--- config.mk ---
export PLATFORM = sky130hd
export DESIGN_NAME = chain_fifo_stage
export DESIGN_NICKNAME = d
export VERILOG_FILES = /design/src/rtl/chain_fifo_pkg.sv /design/src/rtl/chain_fifo_rst_sync.sv /design/src/rtl/chain_fifo_ptr.sv /design/src/rtl/chain_fifo_store.sv /design/src/rtl/chain_fifo_stage.sv
export SDC_FILE = /design/constraint.sdc
export NUM_CORES = 1
export LEC_CHECK = 0
export BUFFER_PORTS_ARGS = -buffer_cell sky130_fd_sc_hd__clkbuf_2
export CORE_ASPECT_RATIO = 0.5
export CORE_MARGIN = 4
export CORE_UTILIZATION = 55
export DETAILED_ROUTE_END_ITERATION = 10
export PLACE_DENSITY = 0.8
export SKIP_CTS_REPAIR_TIMING = 1
export SYNTH_ARGS = -nofsm -noshare
export SYNTH_HDL_FRONTEND = slang
export SYNTH_SLANG_ARGS = --single-unit
--- constraint.sdc ---
create_clock -name clk -period 2.7 [get_ports clk]
set_clock_uncertainty 0.15 [all_clocks]
set_input_delay 0 -clock clk [delete_from_list [all_inputs] [get_ports clk]]
set_output_delay 0 -clock clk [all_outputs]
set_load 0.005 [all_outputs]
--- src/rtl/chain_fifo_pkg.sv ---
package chain_fifo_pkg;

  // Which side of the stage a pointer unit serves; the read side alone
  // honours the rewind request.
  typedef enum logic {
    SIDE_WR = 1'b0,
    SIDE_RD = 1'b1
  } side_e;

endpackage

--- src/rtl/chain_fifo_rst_sync.sv ---
module chain_fifo_rst_sync (
  input  logic clk,
  input  logic rst_n,
  output logic rst_sync_n
);

  logic [1:0] sync_q;

  always_ff @(posedge clk or negedge rst_n) begin
    if (!rst_n) begin
      sync_q <= 2'b00;
    end else begin
      sync_q <= {sync_q[0], 1'b1};
    end
  end

  assign rst_sync_n = sync_q[1];

endmodule

--- src/rtl/chain_fifo_ptr.sv ---
module chain_fifo_ptr
  import chain_fifo_pkg::*;
#(
  parameter int    AW   = 3,
  parameter side_e SIDE = SIDE_WR
) (
  input  logic        clk,
  input  logic        rst_n,
  input  logic        solo_i,
  input  logic        first_i,
  input  logic        req_i,
  input  logic        block_i,
  input  logic        rewind_i,
  input  logic        xin_i,
  output logic [AW:0] ptr_o,
  output logic        tok_o,
  output logic        fire_o,
  output logic        xout_o
);

  localparam logic [AW:0] PTR_ONE = (AW+1)'(1);

  logic          flip_q, flip_d;
  logic [AW:0]   ptr_q, ptr_d;
  logic          at_last;
  logic          rewind_eff;
  logic          ptr_en;

  // Token state is kept relative to the first-load strap so that the
  // register itself resets to a constant.
  assign tok_o      = solo_i | (first_i ^ flip_q);
  assign rewind_eff = (SIDE == SIDE_RD) & rewind_i & solo_i;
  assign at_last    = &ptr_q[AW-1:0];
  assign fire_o     = req_i & tok_o & ~block_i & ~rewind_eff;
  assign xout_o     = fire_o & at_last & ~solo_i;
  assign ptr_en     = fire_o | rewind_eff;
  assign ptr_o      = ptr_q;

  always_comb begin
    flip_d = flip_q;
    if (!solo_i) begin
      if (xin_i) begin
        flip_d = ~first_i;
      end else if (xout_o) begin
        flip_d = first_i;
      end
    end
  end

  always_comb begin
    ptr_d = ptr_q;
    if (rewind_eff) begin
      ptr_d = '0;
    end else if (fire_o) begin
      ptr_d = ptr_q + PTR_ONE;
    end
  end

  always_ff @(posedge clk or negedge rst_n) begin
    if (!rst_n) begin
      flip_q <= 1'b0;
    end else begin
      flip_q <= flip_d;
    end
  end

  always_ff @(posedge clk or negedge rst_n) begin
    if (!rst_n) begin
      ptr_q <= '0;
    end else if (ptr_en) begin
      ptr_q <= ptr_d;
    end
  end

  // R5 (and R6 on the read side): a handoff gives the token away
  assert_pass_drops_token_R5 : assert property (@(posedge clk) disable iff (!rst_n)
    (xout_o && !xin_i) |=> !tok_o);

  // R5 (and R6 on the read side): an incoming handoff grants the token
  assert_take_token_R5 : assert property (@(posedge clk) disable iff (!rst_n)
    (!solo_i && xin_i) |=> tok_o);

endmodule

--- src/rtl/chain_fifo_store.sv ---
module chain_fifo_store #(
  parameter int W  = 9,
  parameter int AW = 3
) (
  input  logic          clk,
  input  logic          rst_n,
  input  logic          we_i,
  input  logic [AW-1:0] waddr_i,
  input  logic [W-1:0]  wdata_i,
  input  logic          re_i,
  input  logic [AW-1:0] raddr_i,
  output logic [W-1:0]  rdata_o,
  output logic          rvalid_o
);

  localparam int ROWS = 1 << AW;

  logic [W-1:0] mem [ROWS];
  logic [W-1:0] rdata_d;

  always_ff @(posedge clk) begin
    if (we_i) begin
      mem[waddr_i] <= wdata_i;
    end
  end

  assign rdata_d = mem[raddr_i];

  always_ff @(posedge clk or negedge rst_n) begin
    if (!rst_n) begin
      rdata_o <= '0;
    end else if (re_i) begin
      rdata_o <= rdata_d;
    end
  end

  always_ff @(posedge clk or negedge rst_n) begin
    if (!rst_n) begin
      rvalid_o <= 1'b0;
    end else begin
      rvalid_o <= re_i;
    end
  end

endmodule

--- src/rtl/chain_fifo_stage.sv ---
module chain_fifo_stage
  import chain_fifo_pkg::*;
#(
  parameter int DATA_W = 9,
  parameter int DEPTH  = 8
) (
  input  logic              clk,
  input  logic              rst_n,
  input  logic              solo_i,
  input  logic              first_i,
  input  logic              rewind_i,
  input  logic              wr_i,
  input  logic [DATA_W-1:0] wdata_i,
  input  logic              rd_i,
  output logic [DATA_W-1:0] rdata_o,
  output logic              rvalid_o,
  output logic              empty_o,
  output logic              full_o,
  input  logic              xin_wr_i,
  input  logic              xin_rd_i,
  output logic              xout_wr_o,
  output logic              xout_rd_o
);

  localparam int          AW       = $clog2(DEPTH);
  localparam logic [AW:0] FULL_CNT = (AW+1)'(DEPTH);
  localparam logic [AW:0] HALF_CNT = (AW+1)'(DEPTH / 2);

  logic          rst_s_n;
  logic [AW:0]   w_ptr, r_ptr, fill;
  logic          w_tok, r_tok;
  logic          w_fire, r_fire;
  logic          w_pass, r_pass;
  logic          half;

  chain_fifo_rst_sync u_rst (
    .clk        (clk),
    .rst_n      (rst_n),
    .rst_sync_n (rst_s_n)
  );

  chain_fifo_ptr #(.AW(AW), .SIDE(SIDE_WR)) u_wptr (
    .clk      (clk),
    .rst_n    (rst_s_n),
    .solo_i   (solo_i),
    .first_i  (first_i),
    .req_i    (wr_i),
    .block_i  (full_o),
    .rewind_i (1'b0),
    .xin_i    (xin_wr_i),
    .ptr_o    (w_ptr),
    .tok_o    (w_tok),
    .fire_o   (w_fire),
    .xout_o   (w_pass)
  );

  chain_fifo_ptr #(.AW(AW), .SIDE(SIDE_RD)) u_rptr (
    .clk      (clk),
    .rst_n    (rst_s_n),
    .solo_i   (solo_i),
    .first_i  (first_i),
    .req_i    (rd_i),
    .block_i  (empty_o),
    .rewind_i (rewind_i),
    .xin_i    (xin_rd_i),
    .ptr_o    (r_ptr),
    .tok_o    (r_tok),
    .fire_o   (r_fire),
    .xout_o   (r_pass)
  );

  chain_fifo_store #(.W(DATA_W), .AW(AW)) u_store (
    .clk      (clk),
    .rst_n    (rst_s_n),
    .we_i     (w_fire),
    .waddr_i  (w_ptr[AW-1:0]),
    .wdata_i  (wdata_i),
    .re_i     (r_fire),
    .raddr_i  (r_ptr[AW-1:0]),
    .rdata_o  (rdata_o),
    .rvalid_o (rvalid_o)
  );

  // Occupancy from the extended pointers: the extra top bit tells a
  // wrapped full stage from an empty one.
  assign fill    = w_ptr - r_ptr;
  assign empty_o = (fill == '0);
  assign full_o  = (fill == FULL_CNT);
  assign half    = (fill > HALF_CNT);

  assign xout_wr_o = solo_i ? half : w_pass;
  assign xout_rd_o = solo_i ? 1'b0 : r_pass;

  assert_no_overflow_R2 : assert property (@(posedge clk) disable iff (!rst_s_n)
    fill <= FULL_CNT);

  assert_read_blocked_R3 : assert property (@(posedge clk) disable iff (!rst_s_n)
    (rd_i && empty_o) |=> !rvalid_o);

  assert_token_served_R3 : assert property (@(posedge clk) disable iff (!rst_s_n)
    (rd_i && !r_tok) |=> !rvalid_o);

  assert_rewind_keeps_wptr_R11 : assert property (@(posedge clk) disable iff (!rst_s_n)
    (solo_i && rewind_i && !(wr_i && w_tok)) |=> $stable(w_ptr));

  assert_rewind_restarts_R11 : assert property (@(posedge clk) disable iff (!rst_s_n)
    (solo_i && rewind_i) |=> (r_ptr == '0));

  assert_solo_quiet_R9 : assert property (@(posedge clk) disable iff (!rst_s_n)
    solo_i |-> !xout_rd_o);

endmodule

Yosys cells after proc, flatten, opt, wreduce, memory -nomap -nowiden
Memory sizes are Yosys's and may differ from the RTL's. A register that Yosys moved wholly into a read port is not among the register bits. Index checks and enable logic that the tools add are counted.

Bits in registers: 13. RAM bits: 72. Input port bits: 18. Output and inout port bits: 14. Logic and storage cells: 52. Memories: 1.

Memories: u_store.mem (depth 8, width 9, read ports 1, clocked after Yosys merged registers in 1, write ports 1, line chain_fifo_store.sv:18) `logic [W-1:0] mem [ROWS];`.

Add/sub/neg operators: 3. Magnitude comparators: 1. Equality and inequality tests: 1. Multiplexer cells: 10. Bitwise logic cells: 20. Reductions and logical operators: 10.

Operators with widths (count): 1-bit AND (10); 4-bit by 1-bit adder with 4-bit output (second input constant) (2); 1-bit 2-to-1 mux (8); 4-bit 2-to-1 mux (2); 2-bit AND reduction (3); 3-bit AND reduction (2); 2-bit nonzero test (3); 1-bit NOT (5); 4-bit == test (second input constant) (1); 4-bit by 3-bit > comparator with 1-bit output (second input constant) (1); 4-bit zero test (1); 4-bit subtractor (1); 1-bit bitwise OR (3); 1-bit XOR (2); 1-bit zero test (1).

Longest topological paths before layout
Depth in word-level cells: 9. Mapped depth: 8. Depth with buffers taken out: 7.

Cells and area by module
From an unflattened synthesis, not the netlist that was laid out.

Cell total of the unflattened synthesis: 277. Area, all modules: 4162.7 um^2.

Modules (own cells, without submodules): chain_fifo_store (times used 1, cells an instance 189, area each 3281.9 um^2, seq. area each 2412.3 um^2); chain_fifo_ptr at u_rptr (times used 1, cells an instance 36, area each 349.1 um^2, seq. area each 125.1 um^2); chain_fifo_ptr at u_wptr (times used 1, cells an instance 25, area each 310.3 um^2, seq. area each 125.1 um^2); chain_fifo_stage (times used 1, cells an instance 24, area each 167.7 um^2, seq. area each 0.0 um^2); chain_fifo_rst_sync (times used 1, cells an instance 3, area each 53.8 um^2, seq. area each 50.0 um^2).

Least setup slack after synthesis
No wires, ideal clock.

Path type: register to register. Start: register u_rptr.ptr_q[1] (netlist: u_rptr.ptr_o[1]). End: memory u_store.mem[4][0] (enable). Setup time: 0.387 ns. Arrival time: 2.734 ns. Data required time: 2.163 ns. Slack: -0.570 ns. Cell stages (with the launch flop): 9. Path buffers: 1. Period minus slack after synthesis: 3.270 ns. Path through: dfrtp_1 clkbuf_1 inv_1 ha_1 and3b_1 nor3_1 o41ai_2 or2_2 nor3_1.

Word-level cells in the longest chain between the ends: 6.

RTL lines: start, declared (line chain_fifo_ptr.sv:24) `logic [AW:0] ptr_q, ptr_d;`; start signal, assigned (line chain_fifo_ptr.sv:71) `ptr_q <= ptr_d;`; 4-bit subtractor (line chain_fifo_stage.sv:86) `assign fill = w_ptr - r_ptr;`; 4-bit == test (line chain_fifo_stage.sv:88) `assign full_o = (fill == FULL_CNT);`; 1-bit NOT (line chain_fifo_ptr.sv:34) `assign fire_o = req_i & tok_o & ~block_i & ~rewind_eff;`; 1-bit AND (line chain_fifo_ptr.sv:34); 1-bit 2-to-1 mux (line chain_fifo_store.sv:22) `if (we_i) begin`; 1-bit 2-to-1 mux (implied by the code) (line chain_fifo_store.sv:23) `mem[waddr_i] <= wdata_i;`; end, declared (line chain_fifo_store.sv:18).

Every way passes these cells.

Worst setup path in the final report
Start: register u_rptr.ptr_q[2] (netlist: u_rptr.ptr_o[2]). End: output xout_wr_o.

Word-level cells in the longest chain between the ends: 7. Elaborated cells on any way between the ends: 8. Those cells by class: 1 x add/sub; 1 x order compare; 1 x eq/ne; 1 x mux; 4 x bitwise.

RTL lines: 4-bit subtractor * (line chain_fifo_stage.sv:86); 4-bit == test (line chain_fifo_stage.sv:88); 1-bit NOT (line chain_fifo_ptr.sv:34); 1-bit AND (line chain_fifo_ptr.sv:34); 1-bit AND (2 in series) (line chain_fifo_ptr.sv:35) `assign xout_o = fire_o & at_last & ~solo_i;`; 1-bit 2-to-1 mux * (line chain_fifo_stage.sv:91) `assign xout_wr_o = solo_i ? half : w_pass;`; end, declared (line chain_fifo_stage.sv:21) `output logic xout_wr_o,`.

Every way passes the cells marked *; elsewhere a longest branch is shown, timed or not.

==> impl_results.md <==
- Status: finished, final reports clean
- Total Routing Usage GR: 19.86%
- Family with the most delay on the worst path: simple AND/OR/NAND/NOR gates
- CP Launch Type: flip-flop
- Final setup vio count: 0
- Post-Syn Area: 0.003949 mm2
- TritonCTS clock tree: yes
- ANT cells: 0
- M2 GR Usage: 31.18%
- Setup crit end: xout_wr_o
- Clk sink count: 94
- I/O pins: 32
- PwrDens: 1062 mW/mm2
- Die Footprint: 0.008682 mm2
- # rows: 21
- Core Area: 0.006832 mm2
- WL/cell: 20.25 um
- Critical path class: flip-flop to output port
- Synth area leader: edfxtp_1
- Setup crit start: u_rptr.ptr_o[2]$_DFFE_PN0P_
- Initial antenna violation count: 0
- CP Buf/Inv Count: 3
- First-pass GRT wire length: 12210 um
- Fmax: 389.3 MHz
- Required time of the critical path: 2.55 ns
- Critical path, cell by cell: clkinv_2 -> ha_4 -> a21o_1 -> nor3_4 -> o41ai_4 -> buf_4 -> or2_2 -> mux2i_1 -> clkbuf_2
- Nets: 333
- 1st-pass router iterations: 4
- Met3 Track Usage GR: 7.794%
- CP max-delay cell: dfrtp_1
- Worst r2r path cells: 7
- Via count: 2279
- Largest net degree at the start of global routing: 22
- DIE WIDTH: 127.8 um
- Hold wc startpoint: wr_i
- Mean Syn Cell Area: 16.32 um2
- H-tree lvl count: 3
- Gr ovfl total: 0
- Fin. max-slew vios: 0
- Chip height: 67.92 um
- Share of layout cells above drive strength 1: 34.94%
- Cell variety after synth: 37
- Synthesized flop and latch total: 94
- CP Data Arrival Time: 2.42 ns
- WL final: 8180 um
- Max FO, Critical Path: 6
- Worst hold path cell count: 5
- Global route hottest layer: met2
- Cells after Synth: 242
- Finished Core Util: 72.05%
- Design area: 0.004922 mm2
- Pwr Total: 5227 uW
- Warnings, synthesis: 0
- Root Driver: clkbuf_16
- Syn_nets: 267
- R2r startpoint: u_rptr.ptr_o[1]$_DFFE_PN0P_
- Routability congestion estimate: 0.9009
- Initial Util: 57.80%
- Post-DP HPWL: 5336 um
- CP Depth: 9
- Hold Path Class: input port to flip-flop
- Grt met1 use: 26.83%
- CTS buffer count: 9
- Maxcap violations: 0
- Vias per std cell: 5.641
- CTS max path bufs: 2
- Post-synthesis sequential area ratio: 68.69%
- Reg clk slew, reported paths: 0.06 ns
- R2R Setup Slk: 0.16 ns
- Slew HR: 39.38%
- PortBufs: 31
- Final worst-path cycle share: 95.13%
- DP Area: 0.004398 mm2
- Skew-Pair Late Insertion Delay: 0.34 ns
- Iter 0 DRT Violations: 172
- Critical Path Sink Type: output port
- CP max stage delay: 0.36 ns
- Most frequent cells in the layout: edfxtp_1 (72), nand2_1 (32), clkbuf_2 (31), dfrtp_1 (22), mux4_2 (18)
- Min cycle time layout: 2.569 ns
- Final Hold Fails: 0
- Antenna Nets Post-Route: 0
- Largest cells by area after synthesis: edfxtp_1 (55%), dfrtp_1 (14%), mux4_2 (10%)
- Capture point of the worst reg-to-reg path: u_store.mem[2][6]$_DFFE_PP_
- Slew @ Worst Pin: 0.9093 ns
- Drt drc: 0
- Post-synth top area share: 54.75%
- Commonest non-fill, non-tap cell in the layout: edfxtp_1
- Area grow syn2layout: 24.65%
- Peak supply drop: 0.0006407 V
- Vias in the first global route: 2180
- Leakage: 0.001846 uW
## how the worst min path moves through the flow
stage,end,slack (ns)
2_1_floorplan,u_rst.sync_q[0]$_DFF_PN0_,-0.45
4_1_cts,u_rst.sync_q[0]$_DFF_PN0_,-0.73
3_3_place_gp,u_rst.sync_q[0]$_DFF_PN0_,-0.36
5_1_grt,u_wptr.ptr_o[0]$_DFFE_PN0P_,0.10
6_report,u_wptr.ptr_o[0]$_DFFE_PN0P_,0.08
3_5_place_dp,u_rst.sync_q[1]$_DFF_PN0_,-0.36
## cells in the mapped netlist
| cell | number |
|---|---|
| nor2_1 | 12 |
| xnor2_1 | 4 |
| buf_2 | 2 |
| or3_1 | 2 |
| o41ai_2 | 1 |
| inv_1 | 6 |
| or2_2 | 2 |
| nor4_1 | 1 |
| clkinv_1 | 1 |
| nor2b_1 | 1 |
| a211oi_1 | 1 |
| o21ai_0 | 2 |
| buf_1 | 2 |
| and3b_1 | 1 |
| dfrtp_1 | 22 |
| and2_1 | 1 |
| nand2_1 | 32 |
| clkbuf_1 | 4 |
| nand3b_1 | 1 |
| nor2_4 | 1 |
| conb_1 | 1 |
| nand2b_1 | 2 |
| mux2_2 | 11 |
| a21oi_1 | 7 |
| xor2_1 | 5 |
| nor2b_2 | 1 |
| nand3_1 | 2 |
| mux2i_1 | 4 |
| edfxtp_1 | 72 |
| ha_1 | 7 |
| nor3b_1 | 1 |
| mux4_2 | 18 |
| o21a_1 | 2 |
| nor4b_1 | 1 |
| a21o_1 | 1 |
| nor3_1 | 7 |
| o41ai_4 | 1 |
## sequential cells by signal, indices dropped and copies added, names as in the netlist
register and flops:
u_store.rdata_o 9, u_wptr.ptr_o 4, u_store.rvalid_o 1, u_rptr.flip_q 1, u_rst.sync_q 2, u_rptr.ptr_o 4
u_store.mem 72, u_wptr.flip_q 1
## layer usage
layer,wire length (um),share of wire [%]
met1,3529,43
met2,3925,48
met3,658,8.0
met4,67,0.82
met5,0,0
## metrics by stage
stage	worst slack [ns]	setup TNS, ns	hold WS (ns)	std cells
floorplan	0.006652	0	-0.4456	242
global placement	0.1790	0	-0.3648	372
detailed placement	0.02583	0	-0.3628	372
CTS	-0.06333	-1.464	-0.7259	387
global route	-0.003582	-0.003582	0.1033	404
finish	0.1314	0	0.07681	404
## kinds of logic (layout without fill, tap and decap cells)
kind of cell    Yosys count  count (layout)  synth area share [%]
buf+inv                  15              85                 1.489
fa+ha+maj                 7               7                 2.218
simple gates             68              68                 8.080
other cells               1               1               0.09497
flops                    94              94                 68.69
compound gates           15              15                 3.010
xor+xnor                  9               9                 1.996
mux                      33              33                 14.42
## worst min-delay path, delay by kind of cell
family	cells	cell delay, ns
AO/OA/AOI/OAI	2	0.23
buffers and inverters	2	0.22
XOR/XNOR	1	0.06
## cell type report
type,instances,area (um2)
well taps,92,115.1
multi-input cells,133,1280
repair buffers,63,475.5
clock inverters,6,86.33
fillers,424,1909
flip-flops and latches,94,2713
clock buffers,9,225.2
inverters,7,27.53
## where the power goes
| part | switching [uW] | internal [uW] | total (uW) |
|---|---|---|---|
| logic | 1080 | 877 | 1950 |
| clock network | 506 | 805 | 1310 |
| registers | 120 | 1840 | 1960 |
| total | 1700 | 3520 | 5230 |
No activity file was read; power rests on OpenSTA's default activity.
